File: src/rtl/nvm_wr_pkg.sv
package nvm_wr_pkg;

  typedef enum logic [1:0] {
    SEL_ADDR = 2'd0,
    SEL_DATA = 2'd1,
    SEL_CTRL = 2'd2,
    SEL_NONE = 2'd3
  } reg_sel_e;

  localparam int CTRL_RE_BIT  = 0;
  localparam int CTRL_WE_BIT  = 1;
  localparam int CTRL_ARM_BIT = 2;

endpackage

File: src/rtl/nvm_arm_window.sv
module nvm_arm_window #(
  parameter int WINDOW = 4
) (
  input  logic clk,
  input  logic rst_n,
  input  logic arm_req,
  input  logic consume,
  output logic armed
);
  localparam int CW = $clog2(WINDOW + 1);

  logic          armed_q, armed_d;
  logic [CW-1:0] cnt_q, cnt_d;
  logic          upd_en;

  assign upd_en = consume | arm_req | armed_q;

  always_comb begin
    armed_d = armed_q;
    cnt_d   = cnt_q;
    if (consume) begin
      armed_d = 1'b0;
      cnt_d   = '0;
    end else if (arm_req) begin
      armed_d = 1'b1;
      cnt_d   = CW'(WINDOW - 1);
    end else if (armed_q) begin
      if (cnt_q == '0) armed_d = 1'b0;
      else             cnt_d   = cnt_q - 1'b1;
    end
  end

  always_ff @(posedge clk or negedge rst_n) begin
    if (!rst_n) begin
      armed_q <= 1'b0;
      cnt_q   <= '0;
    end else if (upd_en) begin
      armed_q <= armed_d;
      cnt_q   <= cnt_d;
    end
  end

  assign armed = armed_q;
endmodule

File: src/rtl/nvm_write_timer.sv
module nvm_write_timer #(
  parameter int WR_CYCLES = 8448,
  parameter int ADDR_W    = 6,
  parameter int DATA_W    = 8
) (
  input  logic              clk,
  input  logic              rst_n,
  input  logic              start,
  input  logic [ADDR_W-1:0] start_addr,
  input  logic [DATA_W-1:0] start_data,
  output logic              busy,
  output logic              commit,
  output logic [ADDR_W-1:0] commit_addr,
  output logic [DATA_W-1:0] commit_data,
  output logic              done
);
  localparam int CW = $clog2(WR_CYCLES + 1);

  logic              busy_q, busy_d;
  logic [CW-1:0]     cnt_q, cnt_d;
  logic [ADDR_W-1:0] addr_q;
  logic [DATA_W-1:0] data_q;
  logic              done_q;
  logic              run_en;

  assign commit = busy_q && (cnt_q == '0);
  assign run_en = start | busy_q;

  always_comb begin
    busy_d = busy_q;
    cnt_d  = cnt_q;
    if (start) begin
      busy_d = 1'b1;
      cnt_d  = CW'(WR_CYCLES - 1);
    end else if (busy_q) begin
      if (cnt_q == '0) busy_d = 1'b0;
      else             cnt_d  = cnt_q - 1'b1;
    end
  end

  always_ff @(posedge clk or negedge rst_n) begin
    if (!rst_n) begin
      busy_q <= 1'b0;
      cnt_q  <= '0;
    end else if (run_en) begin
      busy_q <= busy_d;
      cnt_q  <= cnt_d;
    end
  end

  always_ff @(posedge clk or negedge rst_n) begin
    if (!rst_n) begin
      addr_q <= '0;
      data_q <= '0;
    end else if (start) begin
      addr_q <= start_addr;
      data_q <= start_data;
    end
  end

  always_ff @(posedge clk or negedge rst_n) begin
    if (!rst_n) done_q <= 1'b0;
    else        done_q <= commit;
  end

  assign busy        = busy_q;
  assign commit_addr = addr_q;
  assign commit_data = data_q;
  assign done        = done_q;
endmodule

File: src/rtl/nvm_stall_gen.sv
module nvm_stall_gen #(
  parameter int WR_STALL = 2,
  parameter int RD_STALL = 4
) (
  input  logic clk,
  input  logic rst_n,
  input  logic load_wr,
  input  logic load_rd,
  output logic stall
);
  localparam int MAXS = (WR_STALL > RD_STALL) ? WR_STALL : RD_STALL;
  localparam int CW   = $clog2(MAXS + 1);

  logic [CW-1:0] cnt_q, cnt_d;
  logic          cnt_en;

  assign cnt_en = load_wr | load_rd | (cnt_q != '0);

  always_comb begin
    cnt_d = cnt_q;
    if (load_wr)             cnt_d = CW'(WR_STALL);
    else if (load_rd)        cnt_d = CW'(RD_STALL);
    else if (cnt_q != '0)    cnt_d = cnt_q - 1'b1;
  end

  always_ff @(posedge clk or negedge rst_n) begin
    if (!rst_n)      cnt_q <= '0;
    else if (cnt_en) cnt_q <= cnt_d;
  end

  assign stall = (cnt_q != '0);
endmodule

File: src/rtl/nvm_byte_array.sv
module nvm_byte_array #(
  parameter int ADDR_W = 6,
  parameter int DATA_W = 8
) (
  input  logic              clk,
  input  logic              wr_en,
  input  logic [ADDR_W-1:0] wr_addr,
  input  logic [DATA_W-1:0] wr_data,
  input  logic [ADDR_W-1:0] rd_addr,
  output logic [DATA_W-1:0] rd_data
);
  localparam int DEPTH = 1 << ADDR_W;

  logic [DATA_W-1:0] cells [DEPTH];

  always_ff @(posedge clk) begin
    if (wr_en) cells[wr_addr] <= wr_data;
  end

  assign rd_data = cells[rd_addr];
endmodule

File: src/rtl/nvm_wr_ctrl.sv
module nvm_wr_ctrl
  import nvm_wr_pkg::*;
#(
  parameter int ADDR_W     = 6,
  parameter int DATA_W     = 8,
  parameter int WR_CYCLES  = 8448,
  parameter int ARM_WINDOW = 4,
  parameter int WR_STALL   = 2,
  parameter int RD_STALL   = 4
) (
  input  logic              clk,
  input  logic              rst_n,
  input  logic              bus_wr,
  input  logic [1:0]        bus_sel,
  input  logic [DATA_W-1:0] bus_wdata,
  output logic [DATA_W-1:0] bus_rdata,
  input  logic              flash_busy,
  output logic              cpu_stall,
  output logic              nvm_busy,
  output logic              wr_done
);
  // reset: asynchronous assert, synchronous release
  logic [1:0] rst_sync_q;
  logic       rst_n_s;

  always_ff @(posedge clk or negedge rst_n) begin
    if (!rst_n) rst_sync_q <= '0;
    else        rst_sync_q <= {rst_sync_q[0], 1'b1};
  end
  assign rst_n_s = rst_sync_q[1];

  reg_sel_e          sel;
  logic              ctrl_wr, wr_start, rd_go, arm_req, armed, busy;
  logic              addr_en, data_en;
  logic [ADDR_W-1:0] addr_q, addr_d;
  logic [DATA_W-1:0] data_q, data_d;
  logic              re_q;
  logic [DATA_W-1:0] mem_rdata, commit_data, ctrl_view;
  logic [ADDR_W-1:0] commit_addr;
  logic              commit;

  assign sel      = reg_sel_e'(bus_sel);
  assign ctrl_wr  = bus_wr && (sel == SEL_CTRL) && !busy;
  assign wr_start = ctrl_wr && bus_wdata[CTRL_WE_BIT] && armed && !flash_busy;
  assign rd_go    = ctrl_wr && bus_wdata[CTRL_RE_BIT] && !wr_start;
  assign arm_req  = ctrl_wr && bus_wdata[CTRL_ARM_BIT];

  // next-state for the software-visible registers
  always_comb begin
    addr_en = bus_wr && (sel == SEL_ADDR) && !busy;
    addr_d  = bus_wdata[ADDR_W-1:0];
    data_en = rd_go || (bus_wr && (sel == SEL_DATA));
    data_d  = rd_go ? mem_rdata : bus_wdata;
  end

  always_ff @(posedge clk or negedge rst_n_s) begin
    if (!rst_n_s)     addr_q <= '0;
    else if (addr_en) addr_q <= addr_d;
  end

  always_ff @(posedge clk or negedge rst_n_s) begin
    if (!rst_n_s)     data_q <= '0;
    else if (data_en) data_q <= data_d;
  end

  always_ff @(posedge clk or negedge rst_n_s) begin
    if (!rst_n_s) re_q <= 1'b0;
    else          re_q <= rd_go;
  end

  nvm_arm_window #(.WINDOW(ARM_WINDOW)) arm_i (
    .clk     (clk),
    .rst_n   (rst_n_s),
    .arm_req (arm_req),
    .consume (wr_start),
    .armed   (armed)
  );

  nvm_write_timer #(.WR_CYCLES(WR_CYCLES), .ADDR_W(ADDR_W), .DATA_W(DATA_W)) timer_i (
    .clk         (clk),
    .rst_n       (rst_n_s),
    .start       (wr_start),
    .start_addr  (addr_q),
    .start_data  (data_q),
    .busy        (busy),
    .commit      (commit),
    .commit_addr (commit_addr),
    .commit_data (commit_data),
    .done        (wr_done)
  );

  nvm_stall_gen #(.WR_STALL(WR_STALL), .RD_STALL(RD_STALL)) stall_i (
    .clk     (clk),
    .rst_n   (rst_n_s),
    .load_wr (wr_start),
    .load_rd (rd_go),
    .stall   (cpu_stall)
  );

  nvm_byte_array #(.ADDR_W(ADDR_W), .DATA_W(DATA_W)) array_i (
    .clk     (clk),
    .wr_en   (commit),
    .wr_addr (commit_addr),
    .wr_data (commit_data),
    .rd_addr (addr_q),
    .rd_data (mem_rdata)
  );

  always_comb begin
    ctrl_view               = '0;
    ctrl_view[CTRL_ARM_BIT] = armed;
    ctrl_view[CTRL_WE_BIT]  = busy;
    ctrl_view[CTRL_RE_BIT]  = re_q;
    unique case (sel)
      SEL_ADDR: bus_rdata = DATA_W'(addr_q);
      SEL_DATA: bus_rdata = data_q;
      SEL_CTRL: bus_rdata = ctrl_view;
      default:  bus_rdata = '0;
    endcase
  end

  assign nvm_busy = busy;
endmodule

File: config.mk
export PLATFORM = sky130hd
export DESIGN_NAME = nvm_wr_ctrl
export DESIGN_NICKNAME = d
export VERILOG_FILES = /design/src/rtl/nvm_wr_pkg.sv /design/src/rtl/nvm_arm_window.sv /design/src/rtl/nvm_write_timer.sv /design/src/rtl/nvm_stall_gen.sv /design/src/rtl/nvm_byte_array.sv /design/src/rtl/nvm_wr_ctrl.sv
export SDC_FILE = /design/constraint.sdc
export NUM_CORES = 1
export LEC_CHECK = 0
export ABC_AREA = 1
export BUFFER_PORTS_ARGS = -buffer_cell sky130_fd_sc_hd__buf_2
export CAP_MARGIN = 15
export CORE_AREA = 5 5 168 331
export DETAILED_ROUTE_END_ITERATION = 8
export DIE_AREA = 0 0 173 336
export SLEW_MARGIN = 20
export SYNTH_ARGS = -nofsm -noshare
export SYNTH_HDL_FRONTEND = slang
export SYNTH_SLANG_ARGS = --single-unit
export TNS_END_PERCENT = 30
File: constraint.sdc
create_clock -name clk -period 1.9 [get_ports clk]
set_input_delay 0.38 -clock clk [delete_from_list [all_inputs] [get_ports clk]]
set_output_delay 0.38 -clock clk [all_outputs]
set_load 0.01 [all_outputs]
Word level (Yosys, flattened, before mapping)
Memory sizes are Yosys's and may differ from the RTL's.
Cells that the tools add are included.
{"block": "totals", "ramBits": 512, "elab_cells": 72, "memories": 1, "ff_bits": 54, "inputBits": 14}
{"memory": "array_i.cells", "words": 64, "width": 8, "rd": 1, "rd_clocked_by_memory_dff": 0, "wr": 1, "line": "nvm_byte_array.sv:14", "text": "logic [DATA_W-1:0] cells [DEPTH];"}
{"block": "classes", "muxes": 21, "n_eq_ne": 4, "bitwise_logic": 5, "n_reduce_logical": 26, "add_sub_neg": 3}
{"op": "two-way mux 14 bit", "count": 3}
{"op": "case mux 8 bit (3 select lines)", "count": 1}
{"op": "two-way mux 3 bit", "count": 7}
{"op": "logical NOT 14 bit", "count": 1}
{"op": "subtractor 14 x 1 -> 14 bit, second input constant", "count": 1}
{"op": "logical AND 1 bit", "count": 12}
{"op": "two-way mux 1 bit", "count": 9}
{"op": "nonzero test 3 bit", "count": 3}
{"op": "two-way mux 8 bit", "count": 1}
{"op": "AND reduction 3 bit", "count": 2}
{"op": "subtractor 3 x 1 -> 3 bit, second input constant", "count": 2}
{"op": "bitwise OR 1 bit", "count": 5}
{"op": "logical NOT 1 bit", "count": 3}
{"op": "logical NOT 3 bit", "count": 1}
{"op": "inequality test 3 x 1 -> 1 bit, second input constant", "count": 1}
{"op": "equality test 2 x 1 -> 1 bit, second input constant", "count": 1}
{"op": "equality test 2 bit, second input constant", "count": 1}
{"op": "logical NOT 2 bit", "count": 1}
{"op": "inequality test 2 bit, second input constant", "count": 1}
{"op": "AND reduction 2 bit", "count": 1}
{"op": "nonzero test 2 bit", "count": 1}
{"op": "logical OR 1 bit", "count": 1}

Logic depth before layout (Yosys ltp)
{"block": "depth", "ltp_word": 11, "mapped_depth": 14}

Hierarchy
A second synthesis with hierarchy kept.
{"block": "unflattened", "cells_unflattened": 2162, "hier_area_um2": 24034.3}
{"module": "nvm_byte_array", "instances": 1, "area_per_inst_um2": 21179.1, "seq_area_each_um2": 15374.7, "cells_per_inst": 1797}
{"module": "nvm_write_timer", "instances": 1, "area_per_inst_um2": 1526.5, "seq_area_each_um2": 750.7, "cells_per_inst": 199}
{"module": "nvm_wr_ctrl", "instances": 1, "area_per_inst_um2": 877.1, "seq_area_each_um2": 425.4, "cells_per_inst": 108}
{"module": "nvm_arm_window", "instances": 1, "area_per_inst_um2": 256.5, "seq_area_each_um2": 100.1, "cells_per_inst": 30}
{"module": "nvm_stall_gen", "instances": 1, "area_per_inst_um2": 195.2, "seq_area_each_um2": 75.1, "cells_per_inst": 28}

Worst setup path after synthesis
OpenSTA, ideal clock, no wires.
{"block": "synth_timing", "path_type": "flip-flop to flip-flop", "startpoint": "register timer_i.cnt_q[6]", "endpoint": "memory array_i.cells[11][0] (enable)", "arrival_ns": 1.923, "period_less_slack_ns": 2.293, "n_path_buf": 0, "setup_time_ns": 0.370, "stages_incl_launch_ff": 8, "path_slack_ns": -0.393, "path_cell_list": "dfrtp_1 nor2_2 nand2_2 nor3_2 nand4_2 nor3b_4 nand3_2 nor2_1"}
{"block": "synth_via", "elab_chain_cells": 4}
{"item": "from (decl)", "line": "nvm_write_timer.sv:20", "text": "logic [CW-1:0] cnt_q, cnt_d;"}
{"item": "from (signal assigned)", "line": "nvm_write_timer.sv:47", "text": "cnt_q <= cnt_d;"}
{"item": "logical NOT 14 bit", "line": "nvm_write_timer.sv:26", "text": "assign commit = busy_q && (cnt_q == '0);"}
{"item": "logical AND 1 bit", "line": "nvm_write_timer.sv:26"}
{"item": "two-way mux 1 bit", "line": "nvm_byte_array.sv:17", "text": "if (wr_en) cells[wr_addr] <= wr_data;"}
{"item": "two-way mux 1 bit (implied by the code)", "line": "nvm_byte_array.sv:17"}
{"item": "to (decl)", "line": "nvm_byte_array.sv:14"}
No other way between the ends.

Worst setup path after layout
{"block": "layout_timing", "startpoint": "register timer_i.cnt_q[7]", "endpoint": "memory array_i.cells[1][6] (enable)"}
Same word-level chain as after synthesis.

==> flow_metrics.tcl <==
set metrics [dict create \
    dp.final_hpwl_um 42420 \
    ys_top_cells_by_area "sky130_fd_sc_hd__edfxtp_1, sky130_fd_sc_hd__nand2_1, sky130_fd_sc_hd__nand3_1, sky130_fd_sc_hd__dfrtp_1, sky130_fd_sc_hd__nor2_1" \
    rows 119 \
    post_synth_instance_area_mm2 0.02344 \
    violations "negative setup slack" \
    cts_tree "built" \
    power_leakage_nw 9.974 \
    power.density_mw_per_mm2 881.9 \
    clk-insertion-delay-late_ns 0.58 \
    setup_total_negative_slack_ns -189.25 \
    combPwrFrac 0.042 \
    data_required_time_of_the_critical_path_ns 2.18 \
    cts_num_sinks 566 \
    worst_slack_ns -0.4467 \
    cts.htree.levels 2 \
    period_minus_slack_ns 2.347 \
    arithmetic_cell_share_of_the_synthesized_area_counting_full_adders_half_adders_and_majority_gates 0.003203 \
    area_growth_syn_to_layout_pct 20.32 \
    avgViaCountPerCell 5.456 \
    antenna_violations_before_repair 0 \
    cts.path.max_buffers 3 \
    regArea_mm2 0.01675 \
    fin_worst_hold_slack_ns 0.09919 \
    complex_gate_fraction_of_the_synthesized_area 0.01265 \
    startpoint_type "register" \
    final_common_cell "sky130_fd_sc_hd__nand2_1" \
    sw_frac_of_total 0.2037 \
    fraction_of_final_layout_cells_with_drive_strength_greater_than_1 0.1784 \
    clock_tree.root_cell "sky130_fd_sc_hd__clkbuf_16" \
    power.ir.vdd_worst_mv 1.197 \
    via_total_after_detailed_routing 16070 \
    antennaDiodeCount 0 \
    synth_sequential_area_ratio 0.7136 \
    max_clock_freq_ghz 0.4261 \
    synth_simple_gate_area_frac 0.2382 \
    synth_nets 2133 \
    power.clock.fraction 0.414 \
    gr-total-overflow 0 \
    filler_cell_count_in_the_final_layout 4602 \
    first_global_vias 16190 \
    result_of_the_run "complete, but fails checks" \
    relSlewSlack 0.6333 \
    all_layer_gr_usage 0.2207 \
    whs_path_depth 3 \
    internal-power_mw 19.80 \
    synth-xor-area-share 0.001495 \
    worst-r2r-cell-count 9 \
    maxSlewViolCount 0 \
    initialDrtViolationCount 1188 \
    grt_setup_unrepaired "yes" \
    holdCritPathClass "in -> reg" \
    postSynthAreaPerCell_um2 11.09 \
    finalHoldViolCount 0 \
    post_synth_num_cell_types 35 \
    timing_worst_slew_pin_value_ns 0.5500 \
    gp_congestion 0.9001 \
    placeableCoreArea_mm2 0.05271 \
    num_io_pins 25 \
    yosys-mux-area-fraction 0 \
    synth_top_family_by_area "simple AND/OR/NAND/NOR gates" \
    initial_core_util 0.4447 \
    die_height_um 336 \
    postRouteWirelength_um 65020 \
    grt_start_max_net_pins 130 \
    die_width_um 173 \
    seqPwrFrac 0.544 \
    floorplan.die_area_mm2 0.05813 \
    setup_viol 528 \
    number_of_nets_in_the_final_layout 2266 \
    synth.largest_area_cell "sky130_fd_sc_hd__edfxtp_1" \
    drv.max_cap_violation_count 0 \
    crit_path_max_fanout 8 \
    worst-endpoint-arrival_ns 2.63 \
    p_sw_mw 5.067 \
    multi_input_comb_area_mm2 0.006604 \
    yosysWarnings 0 \
    detailedRoute.firstPassIterationCount 5 \
    share_of_the_synthesized_area_in_the_top_cell_type 0.6560 \
    detail-route-antenna-nets 0 \
    post_drt_wl_per_cell_um 22.07 \
    timing.clock.skew_ns 0.02060 \
    clk_pin_slew_worst_paths_ns 0.07 \
    postSynthRegisterBits 566 \
    cts_made_buffers 46 \
    fin_crit_sh 1.235 \
    post-route-drc-count 0 \
    timing.critical_path.to_type "register" \
    worst_setup_path_type "reg -> reg" \
    grt_first_pass_wirelength_um 96170 \
    syn_inst 2113 \
    buffer_ports.inserted 24 \
    layout_common_cells "sky130_fd_sc_hd__nand2_1, sky130_fd_sc_hd__edfxtp_1, sky130_fd_sc_hd__nand3_1" \
]
-- what timing repair did --
| item | in CTS | in global routing |
|---|---|---|
| buffers inserted | 0 | 2 |
| hold buffers | 1 | 0 |
| pin swaps | 6 | 15 |
| hold endpoints to repair | 2 | 0 |
| gates resized for setup | 63 | 142 |
| setup endpoints to repair | 542 | 544 |
-- state kept, by name, summed over array words and instances, names as in the netlist --
signal / cells
rst_sync_q: 2
timer_i.cnt_q: 14
addr_q: 6
array_i.cells: 512
timer_i.busy: 1
timer_i.commit_data: 8
timer_i.commit_addr: 6
timer_i.done: 1
data_q: 8
arm_i.cnt_q: 3
stall_i.cnt_q: 3
arm_i.armed: 1
re_q: 1
-- stage by stage --
step           worst slack, ns  utilization  std cells  instance area, um^2  total power, mW
2_1_floorplan          -0.3703            -       2113                23520            14.45
3_3_place_gp           -0.5369       0.4876       2860                25700            14.77
3_5_place_dp           -0.5780       0.4876       2860                25700            14.80
4_1_cts                -0.4812       0.5240       2944                27620            25.01
5_1_grt                -0.5476       0.5351       2946                28200            25.65
6_report               -0.4467       0.5351       2946                28200            24.87
-- worst max-delay path: stages, from the launching register on --
cell	delay, ns
sky130_fd_sc_hd__dfrtp_1	0.39
sky130_fd_sc_hd__nor2_2	0.14
sky130_fd_sc_hd__nand2_2	0.11
sky130_fd_sc_hd__nor3_4	0.27
sky130_fd_sc_hd__nand4_4	0.19
sky130_fd_sc_hd__nor3b_4	0.33
sky130_fd_sc_hd__nand3_2	0.20
sky130_fd_sc_hd__buf_8	0.20
sky130_fd_sc_hd__nor2_4	0.09
sky130_fd_sc_hd__buf_6	0.14
-- Yosys cell counts --
master                     count
sky130_fd_sc_hd__o21ai_1       4
sky130_fd_sc_hd__nand2_1     727
sky130_fd_sc_hd__nor3_2        2
sky130_fd_sc_hd__clkinv_1      3
sky130_fd_sc_hd__a21boi_0      1
sky130_fd_sc_hd__o311ai_0      1
sky130_fd_sc_hd__nor3b_4       1
sky130_fd_sc_hd__a211oi_1      1
sky130_fd_sc_hd__buf_2        41
sky130_fd_sc_hd__edfxtp_1    512
sky130_fd_sc_hd__o22ai_1       4
sky130_fd_sc_hd__dfrtp_1      54
sky130_fd_sc_hd__conb_1        1
sky130_fd_sc_hd__a31oi_1       1
sky130_fd_sc_hd__nand4_1       5
sky130_fd_sc_hd__clkbuf_1     57
sky130_fd_sc_hd__nor2_2        1
sky130_fd_sc_hd__nor3_1        4
sky130_fd_sc_hd__nand3_2       4
sky130_fd_sc_hd__inv_1        53
sky130_fd_sc_hd__a21oi_1       6
sky130_fd_sc_hd__or2_2         1
sky130_fd_sc_hd__xnor2_1       1
sky130_fd_sc_hd__xor2_1        3
sky130_fd_sc_hd__ha_1          6
sky130_fd_sc_hd__nand2_2       3
sky130_fd_sc_hd__o21ai_0      33
sky130_fd_sc_hd__nor4_1        1
sky130_fd_sc_hd__buf_6         1
sky130_fd_sc_hd__o221ai_1      3
sky130_fd_sc_hd__nor2_1       93
sky130_fd_sc_hd__nand3b_1      3
sky130_fd_sc_hd__buf_1        21
sky130_fd_sc_hd__nand3_1     460
sky130_fd_sc_hd__nand4_2       1
-- logic make-up (layout without fill, tap and decap cells) --
logic type	after synthesis	in the layout
flip-flops	566	566
other	1	1
adder cells (fa/ha/maj)	6	6
XOR/XNOR	4	4
buffers and inverters	176	344
AO/OA/AOI/OAI	54	54
AND/OR/NAND/NOR	1306	1306
-- per-layer routing --
metal	up-vias	GRT usage	routed length (um)	share of wire
met2	502	0.4158	34920	0.54
met4	0	0.1374	4456	0.069
met5	-	0	0	0
met1	7819	0.2369	23110	0.36
li1	7573	-	-	-
met3	179	0.02058	2541	0.039
-- final cells by class --
type                            count  area share
Tap cell                          665     0.02950
Sequential cell                   566      0.5938
Clock inverter                     30     0.01469
Inverter                           56    0.008385
Multi-Input combinational cell   1371      0.2342
Timing Repair Buffer              205     0.07622
Clock buffer                       53     0.04321
-- worst paths after layout --
kind                                            end        startpoint  slack [ns]
worst max-delay path            array_i.cells[1][6]  timer_i.cnt_q[7]       -0.45
worst min-delay path                      addr_q[3]      bus_wdata[3]         0.1
worst max register to register  array_i.cells[1][6]  timer_i.cnt_q[7]       -0.45
worst min register to register     stall_i.cnt_q[0]     rst_sync_q[1]        0.23
max in group asynchronous          timer_i.cnt_q[8]     rst_sync_q[1]        1.04
min in group asynchronous             rst_sync_q[1]             rst_n        0.15
-- power by group through the flow --
stage / logic, mW / registers [mW] / clock network, mW
after floorplan: 0.665 / 13.8 / 0
after global placement: 0.981 / 13.8 / 0
after CTS: 1.01 / 13.5 / 10.5
after detailed placement: 1.00 / 13.8 / 0
after global routing: 1.17 / 13.5 / 11.0
final: 1.04 / 13.5 / 10.3
Note: power is estimated with default switching activity, not from simulation.
